### src/rtl/dsr_pkg.sv
package dsr_pkg;
   // Offsets within one controller's register window
   typedef enum logic [3:0] {
      OFF_CMD     = 4'h8,
      OFF_REQ     = 4'h9,
      OFF_SMASK   = 4'hA,
      OFF_MODE    = 4'hB,
      OFF_CLRPTR  = 4'hC,
      OFF_MCLR    = 4'hD,
      OFF_CLRMASK = 4'hE,
      OFF_ALLMASK = 4'hF
   } dsr_off_e;

   localparam int unsigned CTRL_N   = 2;
   localparam int unsigned OFF_W    = 4;
   localparam int unsigned CHSEL_W  = 2;
endpackage

### src/rtl/dsr_decode.sv
module dsr_decode #(
   parameter int unsigned         ADDR_W     = 16,
   parameter logic [ADDR_W-1:0]   MATCH_MASK = 16'hFFE0,
   parameter logic [ADDR_W-1:0]   MATCH_BASE = 16'h0000,
   parameter int unsigned         SHIFT      = 0
) (
   input  logic [ADDR_W-1:0]           addr,
   output logic                        hit,
   output logic [dsr_pkg::OFF_W-1:0]   off
);
   logic [ADDR_W-1:0] shifted;

   if (SHIFT > 1) begin : g_bad_shift
      $error("dsr_decode: SHIFT must be 0 or 1");
   end

   always_comb begin
      hit     = (addr & MATCH_MASK) == MATCH_BASE;
      shifted = addr >> SHIFT;
      off     = shifted[dsr_pkg::OFF_W-1:0];
   end
endmodule

### src/rtl/dsr_seq.sv
module dsr_seq #(
   parameter int unsigned LEN   = 6,
   localparam int unsigned IDX_W = $clog2(LEN)
) (
   input  logic             clk,
   input  logic             rst_n,
   input  logic             clr,
   input  logic             adv,
   output logic [IDX_W-1:0] idx
);
   if (LEN < 2) begin : g_bad_len
      $error("dsr_seq: LEN must be at least 2");
   end

   always_ff @(posedge clk) begin
      if (!rst_n || clr) begin
         idx <= '0;
      end else if (adv) begin
         idx <= (idx == IDX_W'(LEN - 1)) ? '0 : idx + 1'b1;
      end
   end
endmodule

### src/rtl/dsr_bank.sv
module dsr_bank
   import dsr_pkg::*;
#(
   parameter int unsigned CHANNELS = 4,
   parameter int unsigned DATA_W   = 8,
   parameter int unsigned WORD_W   = 16
) (
   input  logic                clk,
   input  logic                rst_n,
   input  logic                wr,
   input  logic                rd,
   input  logic                en,
   input  logic [OFF_W-1:0]    off,
   input  logic [DATA_W-1:0]   wdata,
   output logic [DATA_W-1:0]   rdata,
   output logic                shadow_hit
);
   localparam int unsigned SEQ_LEN = 2 + CHANNELS;
   localparam int unsigned SEQ_W   = $clog2(SEQ_LEN);
   localparam int unsigned PAIR_N  = 2 * CHANNELS;

   if (!(CHANNELS == 1 || CHANNELS == 2 || CHANNELS == 4)) begin : g_bad_ch
      $error("dsr_bank: CHANNELS must be 1, 2 or 4");
   end
   if (WORD_W != 2 * DATA_W) begin : g_bad_word
      $error("dsr_bank: WORD_W must be twice DATA_W");
   end
   if (DATA_W < 4) begin : g_bad_data
      $error("dsr_bank: DATA_W must be at least 4");
   end

   logic [WORD_W-1:0]   base_addr_q [CHANNELS];
   logic [WORD_W-1:0]   base_cnt_q  [CHANNELS];
   logic [DATA_W-1:0]   mode_q      [CHANNELS];
   logic [CHANNELS-1:0] req_q;
   logic [CHANNELS-1:0] mask_q;
   logic [DATA_W-1:0]   cmd_q;
   logic                ptr_q;
   logic [SEQ_W-1:0]    seq_idx;

   logic                pair_sel;
   logic [CHSEL_W-1:0]  pair_ch;
   logic                pair_cnt;
   logic [CHSEL_W-1:0]  data_ch;
   logic                data_bit;
   logic                is_mclr;

   always_comb begin
      pair_sel = off < OFF_W'(PAIR_N);
      pair_ch  = off[CHSEL_W:1];
      pair_cnt = off[0];
      data_ch  = wdata[CHSEL_W-1:0];
      data_bit = wdata[CHSEL_W];
      is_mclr  = wr && (off == OFF_MCLR);
   end

   // Per-channel storage
   for (genvar c = 0; c < CHANNELS; c++) begin : g_ch
      always_ff @(posedge clk) begin
         if (!rst_n) begin
            base_addr_q[c] <= '0;
            base_cnt_q[c]  <= '0;
            mode_q[c]      <= '0;
            req_q[c]       <= 1'b0;
            mask_q[c]      <= 1'b0;
         end else if (wr) begin
            if (pair_sel && pair_ch == CHSEL_W'(c)) begin
               if (pair_cnt) begin
                  if (ptr_q) base_cnt_q[c][WORD_W-1:DATA_W] <= wdata;
                  else       base_cnt_q[c][DATA_W-1:0]      <= wdata;
               end else begin
                  if (ptr_q) base_addr_q[c][WORD_W-1:DATA_W] <= wdata;
                  else       base_addr_q[c][DATA_W-1:0]      <= wdata;
               end
            end
            if (off == OFF_MODE && data_ch == CHSEL_W'(c)) begin
               mode_q[c] <= wdata;
            end
            if (off == OFF_REQ && data_ch == CHSEL_W'(c)) begin
               req_q[c] <= data_bit;
            end else if (is_mclr) begin
               req_q[c] <= 1'b0;
            end
            unique case (off)
               OFF_SMASK:   if (data_ch == CHSEL_W'(c)) mask_q[c] <= data_bit;
               OFF_ALLMASK: mask_q[c] <= wdata[c];
               OFF_CLRMASK: mask_q[c] <= 1'b0;
               OFF_MCLR:    mask_q[c] <= 1'b1;
               default:     ;
            endcase
         end
      end
   end

   // Command byte and byte pointer
   always_ff @(posedge clk) begin
      if (!rst_n) begin
         cmd_q <= '0;
         ptr_q <= 1'b0;
      end else begin
         if (wr && off == OFF_CMD) cmd_q <= wdata;
         else if (is_mclr)         cmd_q <= '0;

         if (wr && (off == OFF_CLRPTR || off == OFF_MCLR)) ptr_q <= 1'b0;
         else if ((wr || rd) && pair_sel)                  ptr_q <= ~ptr_q;
      end
   end

   dsr_seq #(.LEN(SEQ_LEN)) u_seq (
      .clk   (clk),
      .rst_n (rst_n),
      .clr   (wr),
      .adv   (rd && en && off == OFF_CMD),
      .idx   (seq_idx)
   );

   // Readback selection
   always_comb begin
      logic [WORD_W-1:0] word;
      word       = '0;
      rdata      = '0;
      shadow_hit = 1'b0;
      if (pair_sel) begin
         shadow_hit = 1'b1;
         for (int c = 0; c < CHANNELS; c++) begin
            if (pair_ch == CHSEL_W'(c)) word = pair_cnt ? base_cnt_q[c] : base_addr_q[c];
         end
         rdata = ptr_q ? word[WORD_W-1:DATA_W] : word[DATA_W-1:0];
      end else if (off == OFF_CMD) begin
         shadow_hit = 1'b1;
         if (seq_idx == '0)                rdata = cmd_q;
         else if (seq_idx == SEQ_W'(1))    rdata = DATA_W'(req_q);
         else begin
            for (int c = 0; c < CHANNELS; c++) begin
               if (seq_idx == SEQ_W'(c + 2)) rdata = mode_q[c];
            end
         end
      end else if (off == OFF_ALLMASK) begin
         shadow_hit = 1'b1;
         rdata      = DATA_W'(mask_q);
      end
   end
endmodule

### src/rtl/dma_shadow_readback.sv
module dma_shadow_readback
   import dsr_pkg::*;
#(
   parameter int unsigned         ADDR_W    = 16,
   parameter int unsigned         DATA_W    = 8,
   parameter int unsigned         CHANNELS  = 4,
   parameter int unsigned         WORD_W    = 16,
   parameter logic [ADDR_W-1:0]   PRI_BASE  = 16'h0000,
   parameter logic [ADDR_W-1:0]   SEC_BASE  = 16'h00C0,
   parameter logic [ADDR_W-1:0]   SPAN_MASK = 16'hFFE0
) (
   input  logic              clk,
   input  logic              rst_n,
   input  logic [ADDR_W-1:0] io_addr,
   input  logic              io_wr,
   input  logic              io_rd,
   input  logic [DATA_W-1:0] io_wdata,
   input  logic              shadow_en,
   input  logic [DATA_W-1:0] ctrl_rdata,
   output logic [DATA_W-1:0] rd_data,
   output logic              shadow_active
);
   if ((PRI_BASE & ~SPAN_MASK) != '0 || (SEC_BASE & ~SPAN_MASK) != '0) begin : g_bad_base
      $error("dma_shadow_readback: bases must be aligned to SPAN_MASK");
   end
   if (PRI_BASE == SEC_BASE) begin : g_bad_overlap
      $error("dma_shadow_readback: controller windows overlap");
   end

   logic [CTRL_N-1:0] hit;
   logic [CTRL_N-1:0] sh_hit;
   logic [DATA_W-1:0] bank_rdata [CTRL_N];

   for (genvar k = 0; k < CTRL_N; k++) begin : g_ctl
      localparam logic [ADDR_W-1:0] BASE  = (k == 0) ? PRI_BASE : SEC_BASE;
      localparam int unsigned       SHIFT = (k == 0) ? 0 : 1;
      logic [OFF_W-1:0] off;

      dsr_decode #(
         .ADDR_W     (ADDR_W),
         .MATCH_MASK (SPAN_MASK),
         .MATCH_BASE (BASE),
         .SHIFT      (SHIFT)
      ) u_dec (
         .addr (io_addr),
         .hit  (hit[k]),
         .off  (off)
      );

      dsr_bank #(
         .CHANNELS (CHANNELS),
         .DATA_W   (DATA_W),
         .WORD_W   (WORD_W)
      ) u_bank (
         .clk        (clk),
         .rst_n      (rst_n),
         .wr         (io_wr && hit[k]),
         .rd         (io_rd && hit[k]),
         .en         (shadow_en),
         .off        (off),
         .wdata      (io_wdata),
         .rdata      (bank_rdata[k]),
         .shadow_hit (sh_hit[k])
      );
   end

   always_comb begin
      rd_data       = ctrl_rdata;
      shadow_active = 1'b0;
      if (io_rd && shadow_en) begin
         for (int k = 0; k < CTRL_N; k++) begin
            if (hit[k] && sh_hit[k]) begin
               rd_data       = bank_rdata[k];
               shadow_active = 1'b1;
            end
         end
      end
   end
endmodule

### config.mk
export PLATFORM = sky130hd
export DESIGN_NAME = dma_shadow_readback
export DESIGN_NICKNAME = d
export VERILOG_FILES = /design/src/rtl/dsr_pkg.sv /design/src/rtl/dsr_decode.sv /design/src/rtl/dsr_seq.sv /design/src/rtl/dsr_bank.sv /design/src/rtl/dma_shadow_readback.sv
export SDC_FILE = /design/constraint.sdc
export NUM_CORES = 1
export LEC_CHECK = 0
export ABC_AREA = 1
export BUFFER_PORTS_ARGS = -buffer_cell sky130_fd_sc_hd__buf_4
export CAP_MARGIN = 20
export CELL_PAD_IN_SITES_DETAIL_PLACEMENT = 0
export CELL_PAD_IN_SITES_GLOBAL_PLACEMENT = 1
export CORE_UTILIZATION = 44
export DETAILED_ROUTE_END_ITERATION = 10
export PLACE_DENSITY = 0.82
export SLEW_MARGIN = 15
export SYNTH_ARGS = -nofsm -noshare
export SYNTH_HDL_FRONTEND = slang
export SYNTH_SLANG_ARGS = --single-unit
### constraint.sdc
create_clock -name clk -period 2.3 [get_ports clk]
set_input_delay 0.46 -clock clk [delete_from_list [all_inputs] [get_ports clk]]
set_output_delay 0.46 -clock clk [all_outputs]
set_load 0.01 [all_outputs]
; Yosys cells after proc, flatten, opt, wreduce, memory -nomap -nowiden
; Memory sizes are Yosys's and may differ from the RTL's.
; Cells that the tools add are included.
[word_totals]
inputBits = 37
mem_bits_rw = 320
wordCells = 494
reg_bits = 40
n_memories = 6
output_inout_bits = 9
[mem_list]
columns = name, words, word_bits, read_ports, rd_clocked_by_memory_dff, write_ports, line_no
row1 = g_ctl[0].u_bank.base_addr_q, 4, 16, 4, 0, 4, dsr_bank.sv:32  ; logic [WORD_W-1:0] base_addr_q [CHANNELS];
row2 = g_ctl[0].u_bank.base_cnt_q, 4, 16, 4, 0, 4, dsr_bank.sv:33  ; logic [WORD_W-1:0] base_cnt_q [CHANNELS];
row3 = g_ctl[1].u_bank.base_addr_q, 4, 16, 4, 0, 4, dsr_bank.sv:32
row4 = g_ctl[1].u_bank.base_cnt_q, 4, 16, 4, 0, 4, dsr_bank.sv:33
row5 = g_ctl[0].u_bank.mode_q, 4, 8, 4, 0, 4, dsr_bank.sv:34  ; logic [DATA_W-1:0] mode_q [CHANNELS];
row6 = g_ctl[1].u_bank.mode_q, 4, 8, 4, 0, 4, dsr_bank.sv:34
[classes]
add_sub_neg = 2
n_lt_le_gt_ge = 2
bitwise = 43
reduce_logical = 86
n_eq_ne = 44
mux = 289
[ops]
columns = operator, count
row1 = $mux W8, 65
row2 = $mux W16, 16
row3 = $mux W1, 196
row4 = $eq A4 B4 Y1 const B, 16
row5 = $logic_and A1 B1 Y1, 43
row6 = $or A1 B1 Y1, 40
row7 = $pmux W1 S4, 8
row8 = $reduce_and A3 Y1, 8
row9 = $reduce_bool A2 Y1, 10
row10 = $logic_not A16 Y1, 1
row11 = $reduce_and A2 Y1, 8
row12 = $eq A2 B2 Y1 const B, 6
row13 = $eq A3 B2 Y1 const B, 4
row14 = $eq A3 B3 Y1 const B, 4
row15 = $eq A11 B3 Y1 const B, 1
row16 = $lt A4 B4 Y1 const B, 2
row17 = $mux W4, 2
row18 = $ne A2 B1 Y1 const B, 4
row19 = $ne A2 B2 Y1 const B, 4
row20 = $reduce_bool A4 Y1, 2
row21 = $add A3 B1 Y3 const B, 2
row22 = $eq A2 B1 Y1 const B, 3
row23 = $eq A3 B1 Y1 const B, 2
row24 = $logic_not A2 Y1, 3
row25 = 6 further kinds, 16

; Longest topological paths before layout
[logic_depth]
word_depth = 12
ltp_mapped = 17
mapped_depth_nobuf = 16

; Hierarchy
; A second synthesis with hierarchy kept.
[hier_totals]
hier_cells = 2050
hier_area_um2 = 17608.1
[modules_own_cells]
columns = module, cells_each, area_per_inst_um2, n_inst
row1 = dsr_bank, 940, 8391.8, 2
row2 = dma_shadow_readback, 89, 375.4, 1
row3 = dsr_seq, 20, 130.1, 2
row4 = dsr_decode at g_ctl[1].u_dec, 21, 96.3, 1
row5 = dsr_decode at g_ctl[0].u_dec, 20, 92.6, 1

; Least setup slack after synthesis
; OpenSTA, ideal clock, no wires.
[synth_path]
kind = input to register
start = input io_addr[10]
end = memory g_ctl[1].u_bank.base_cnt_q[0][10], enable pin
t_arrival_ns = 2.040
path_slack_ns = -0.124
stages = 7
n_path_buf = 0
path_cell_list = nor2_1 -> nand3_1 -> nor3_1 -> nand4_1 -> nor2_2 -> nand3_1 -> o21ai_0
[synth_rtl]
columns = item, line_no
row1 = from (decl), dma_shadow_readback.sv:14  ; input logic [ADDR_W-1:0] io_addr,
row2 = to (decl), dsr_bank.sv:33

; Worst setup path after layout
[layout_path]
start = register g_ctl[1].u_bank.u_seq.idx[0]
end = output rd_data[7]
[layout_via]
elab_chain_len = 11
[layout_lines]
columns = item, line_no
row1 = from (decl), dsr_seq.sv:9  ; output logic [IDX_W-1:0] idx
row2 = from (signal assigned), dsr_seq.sv:19  ; idx <= (idx == IDX_W'(LEN - 1)) ? '0 : idx + 1'b1;
row3 = $eq A3 B2 Y1, dsr_bank.sv:135  ; if (seq_idx == SEQ_W'(c + 2)) rdata = mode_q[c];
row4 = $mux W8 (4 in a row), dsr_bank.sv:135
row5 = $mux W8, dsr_bank.sv:132  ; else if (seq_idx == SEQ_W'(1)) rdata = DATA_W'(req_q);
row6 = $mux W8 *, dsr_bank.sv:131  ; if (seq_idx == '0) rdata = cmd_q;
row7 = $mux W8 *, dsr_bank.sv:129  ; end else if (off == OFF_CMD) begin
row8 = $mux W8 *, dsr_bank.sv:123  ; if (pair_sel) begin
row9 = $mux W8 *, dma_shadow_readback.sv:72  ; if (hit[k] && sh_hit[k]) begin
row10 = $mux W8 *, dma_shadow_readback.sv:70  ; if (io_rd && shadow_en) begin
row11 = to (decl), dma_shadow_readback.sv:20  ; output logic [DATA_W-1:0] rd_data,
; Every way passes the cells marked *; elsewhere a longest branch is shown, timed or not.

==> run summary <==
After detailed routing, the average wire length per cell comes to 19.15 um. The primary flip-flop cell chosen by synthesis mapping is sky130_fd_sc_hd__edfxtp_1. For this run, the post-layout net count is roughly 2,200. A synthesized cell averages about 9 um^2. Detailed placement ended at an HPWL of ~36,000 um. The total number of placement rows is 72.

The tool flagged a number of max-cap violations equal to 0. The fraction of synthesized cell area taken by the top area cell type is 55.69%. The initial cell density of the core is 44.65%.

The proportion of synthesized flip-flops having asynchronous set or reset is 0%. The number of enable-type register cells in the synthesized netlist came out at 320. In the routed layout, each cell is associated on average with a via count of 5.381. The worst-case IR drop observed on VDD is 0.6483 mV. The DRC violations left came out at 0.

Yosys printed 0 warnings. The final hold violation count is 0. The path class of the tightest hold or removal check is in2reg. The required time of the worst setup path came out at approximately 1800 ps. 46 I/O pins were placed. The number of buffers created by CTS is 40.

The global-route wire length before repair is between 70,000 and 80,000 um. After clock tree synthesis, the clock-pin slew on the worst setup and hold paths is around 60 ps. The core area came out at 0.03865 mm^2. After synthesis, the cell types taking the most area are sky130_fd_sc_hd__edfxtp_1 (56%), sky130_fd_sc_hd__nor2_1 (11%), sky130_fd_sc_hd__nand2_1 (8.8%). The largest net degree at the start of global routing is 65. The post-synthesis register bit count is 360.

The share of post-route cells with drive strength above 1 came out at between 20% and 30%. The hold buffer count at cts is 0. Between clock sinks in the finished design, the worst skew comes to about 19 ps. At the pin with the least slew margin, the transition time is between 600 and 700 ps. The portion of the clock cycle consumed by the worst path in the final layout came out at 123.2%. The critical path is of the reg2out type.

The count of antenna diodes in the layout is 0. The deepest clock path buffer count is 3. The die extent in x came out at roughly 200 um. The end-of-flow core utilization is between 50% and 60%. The pre-antenna-repair detailed-routing pass consisted of 5 iterations. The number of design-rule violations left by the first detailed-router iteration is 1,256. The power per cell area is 707.7 mW/mm^2.

The slack of the worst reg-to-reg path came out at 390 ps. At the end of routability-driven placement, the weighted congestion stood at slightly above 0.9. The worst hold path begins at io_wdata[5].

The cell total after placement came out at approximately 2,700. The tree is rooted in a sky130_fd_sc_hd__clkbuf_16. Setup repair after global routing could not meet its margin everywhere.

Derived from the worst setup path, the maximum achievable clock frequency is 352.8 MHz. Once detail routing completed, the nets flagged for antenna violations numbered 0. The via count came out at about 15,000. Summing every instance area after synthesis gives around 0.017 mm^2. The worst flop-to-flop path startpoint is g_ctl[1].u_bank.ptr_q. For the worst flop-to-flop path, the logic depth is 5. For hold timing, the worst endpoint is g_ctl[0].u_bank.cmd_q[5]. The run finished, with violations left. The total track usage came out at between 20% and 30%. The total wire length after detailed routing came out at roughly 53,000 um. For this design the static power due to leakage is 8.926 nW.

The distinct cell type count after synthesis came out at 39. In the synthesized netlist, the number of instances is 1,945. sky130_fd_sc_hd__nor2_1 is the most common cell in the netlist. TritonCTS built the clock tree. The synthesis-to-finish area growth came out at 27.66%. The final setup violation count is 8.

The full die area came out at roughly 0.040 mm^2. Of the synthesized area, sequential elements account for 60.33%. Excluding fillers, the count of instances in the completed layout stands at between 2,000 and 3,000. The biggest area contributor in the post-synthesis netlist is sky130_fd_sc_hd__edfxtp_1. Counting I/O delays and the setup requirement, the final critical path takes between 2000 and 3000 ps. The fill cell total of the finished layout is 3,327.

The worst setup path is captured at an output pin. The arrival time of the worst setup path is about 2400 ps. Headroom to the max-slew limit came out at 59.05%. The type of origin of the critical path is a flop.

The vertical die dimension came out at around 200 um. The total congestion overflow came out at 0. In the post-route analysis, the smallest setup slack over all paths is -534.3 ps. The end of the worst register-to-register path is g_ctl[1].u_bank.base_addr_q[0][14]. The checks that failed: setup timing. After synthesis, the most frequently instantiated cells are sky130_fd_sc_hd__nor2_1 (516), sky130_fd_sc_hd__nand2_1 (406), sky130_fd_sc_hd__edfxtp_1 (320).

The worst hold path stage count is 3. The clock network latency to the later pin of the worst-skew pair is roughly 580 ps. Clock tree synthesis found a total of 360 sinks. The via count of the first global-routing pass is 14,180.

The count of input and output buffers is 45. The largest fanout of any net on the critical path is 5. The number of antenna violations at the first check in global routing was 0. The H-tree was split into 2 levels. The max-slew violation count is 0.
-- routing by layer --
layer | track usage (%) | up-vias | routed length (um)
met5 | 0 | - | 0
met4 | 8.764 | 0 | 1342
met3 | 5.024 | 95 | 4328
met2 | 42.75 | 539 | 24670
met1 | 36.86 | 7163 | 22440
li1 | - | 7033 | -
-- worst max-delay path by stage --
stage	startpoint	end	slack [ps]
after floorplan	io_addr[10]	g_ctl[1].u_bank.base_cnt_q[0][10]	-120
after global placement	io_addr[0]	rd_data[0]	-380
after detailed placement	io_addr[0]	rd_data[2]	-380
after CTS	g_ctl[0].u_bank.u_seq.idx[0]	rd_data[7]	-530
after global routing	g_ctl[0].u_bank.u_seq.idx[1]	rd_data[6]	-640
final	g_ctl[1].u_bank.u_seq.idx[0]	rd_data[7]	-530
-- placed cells by master, fill, tap and decap left out, types with 33 or more instances in the layout --
cell,count
sky130_fd_sc_hd__inv_1,91
sky130_fd_sc_hd__buf_4,265
sky130_fd_sc_hd__clkbuf_16,40
sky130_fd_sc_hd__nor2_1,504
sky130_fd_sc_hd__nand2_2,46
sky130_fd_sc_hd__nand3_1,95
sky130_fd_sc_hd__o21ai_0,120
sky130_fd_sc_hd__edfxtp_1,320
sky130_fd_sc_hd__dfxtp_1,33
sky130_fd_sc_hd__nand2_1,360
sky130_fd_sc_hd__a21oi_1,61
sky130_fd_sc_hd__nand4_1,35
-- per-stage QoR --
stage	setup WS, ps	total power [mW]	area, um^2	TNS (ps)	hold slack [ps]
after floorplan	-124.3	8.061	17310	-8952	439.2
final	-534.3	15.59	22030	-3827	166.9
after global placement	-382.3	8.671	20100	-35210	448.8
after detailed placement	-382.3	8.689	20100	-44060	454.9
after global routing	-637.0	15.99	22030	-4840	166.0
after CTS	-530.0	15.62	21880	-3970	153.8
-- sequential cells by signal, indices dropped and copies added, names as in the netlist --
register                  count
g_ctl.u_bank.base_cnt_q     128
g_ctl.u_bank.cmd_q           16
g_ctl.u_bank.mode_q          64
g_ctl.u_bank.ptr_q            2
g_ctl.u_bank.req_q            8
g_ctl.u_bank.base_addr_q    128
g_ctl.u_bank.u_seq.idx        6
g_ctl.u_bank.mask_q           8
-- layout make-up --
class                           instances  area, um^2  area share, %
Sequential cell                       360       10420          47.30
Multi-Input combinational cell       1380        6442          29.25
Timing Repair Buffer                  302        2611          11.86
Clock buffer                           42        1018          4.624
Tap cell                              518       648.1          2.943
Inverter                              126       488.0          2.215
Clock inverter                         28       399.1          1.812
-- cells by family after synthesis --
kind of cell             count (synthesis)  synth area share, %
AND/OR/NAND/NOR                       1109                26.49
flip-flops                             360                60.33
AO/OA/AOI/OAI                          258                8.093
buffers and inverters                  213                4.815
XOR/XNOR                                 2               0.1015
adder cells (fa/ha/maj)                  2               0.1450
other                                    1              0.02173
-- what timing repair did --
item / 4_1_cts / 5_1_grt
buffers inserted: 6 / 3
pin swaps: 47 / 39
gates cloned: 0 / 1
setup endpoints to repair: 9 / 9
endpoints found under the hold margin: 0 / 0
resized for setup: 119 / 40
-- power breakdown --
part           leakage [nW]  internal (mW)  total [mW]  switching [mW]
Clock                 0.698           4.25        7.00            2.75
Sequential             3.52           7.33        7.40          0.0704
Combinational          4.71          0.414        1.19           0.779
-- critical path, stage by stage, from the launching register on --
cell                      delay (ps)
sky130_fd_sc_hd__dfxtp_2         330
sky130_fd_sc_hd__buf_4           170
sky130_fd_sc_hd__nor2_4          120
sky130_fd_sc_hd__nand2_2         100
sky130_fd_sc_hd__inv_2           110
sky130_fd_sc_hd__a21oi_1         100
sky130_fd_sc_hd__nand2_1          80
sky130_fd_sc_hd__nand2_1          60
sky130_fd_sc_hd__nand2_1          70
sky130_fd_sc_hd__nand2_1         110
sky130_fd_sc_hd__nand3_2         110
sky130_fd_sc_hd__nand2_2          70
sky130_fd_sc_hd__a21oi_4         220
sky130_fd_sc_hd__buf_6           140
Power figures use the tool's default switching activity.
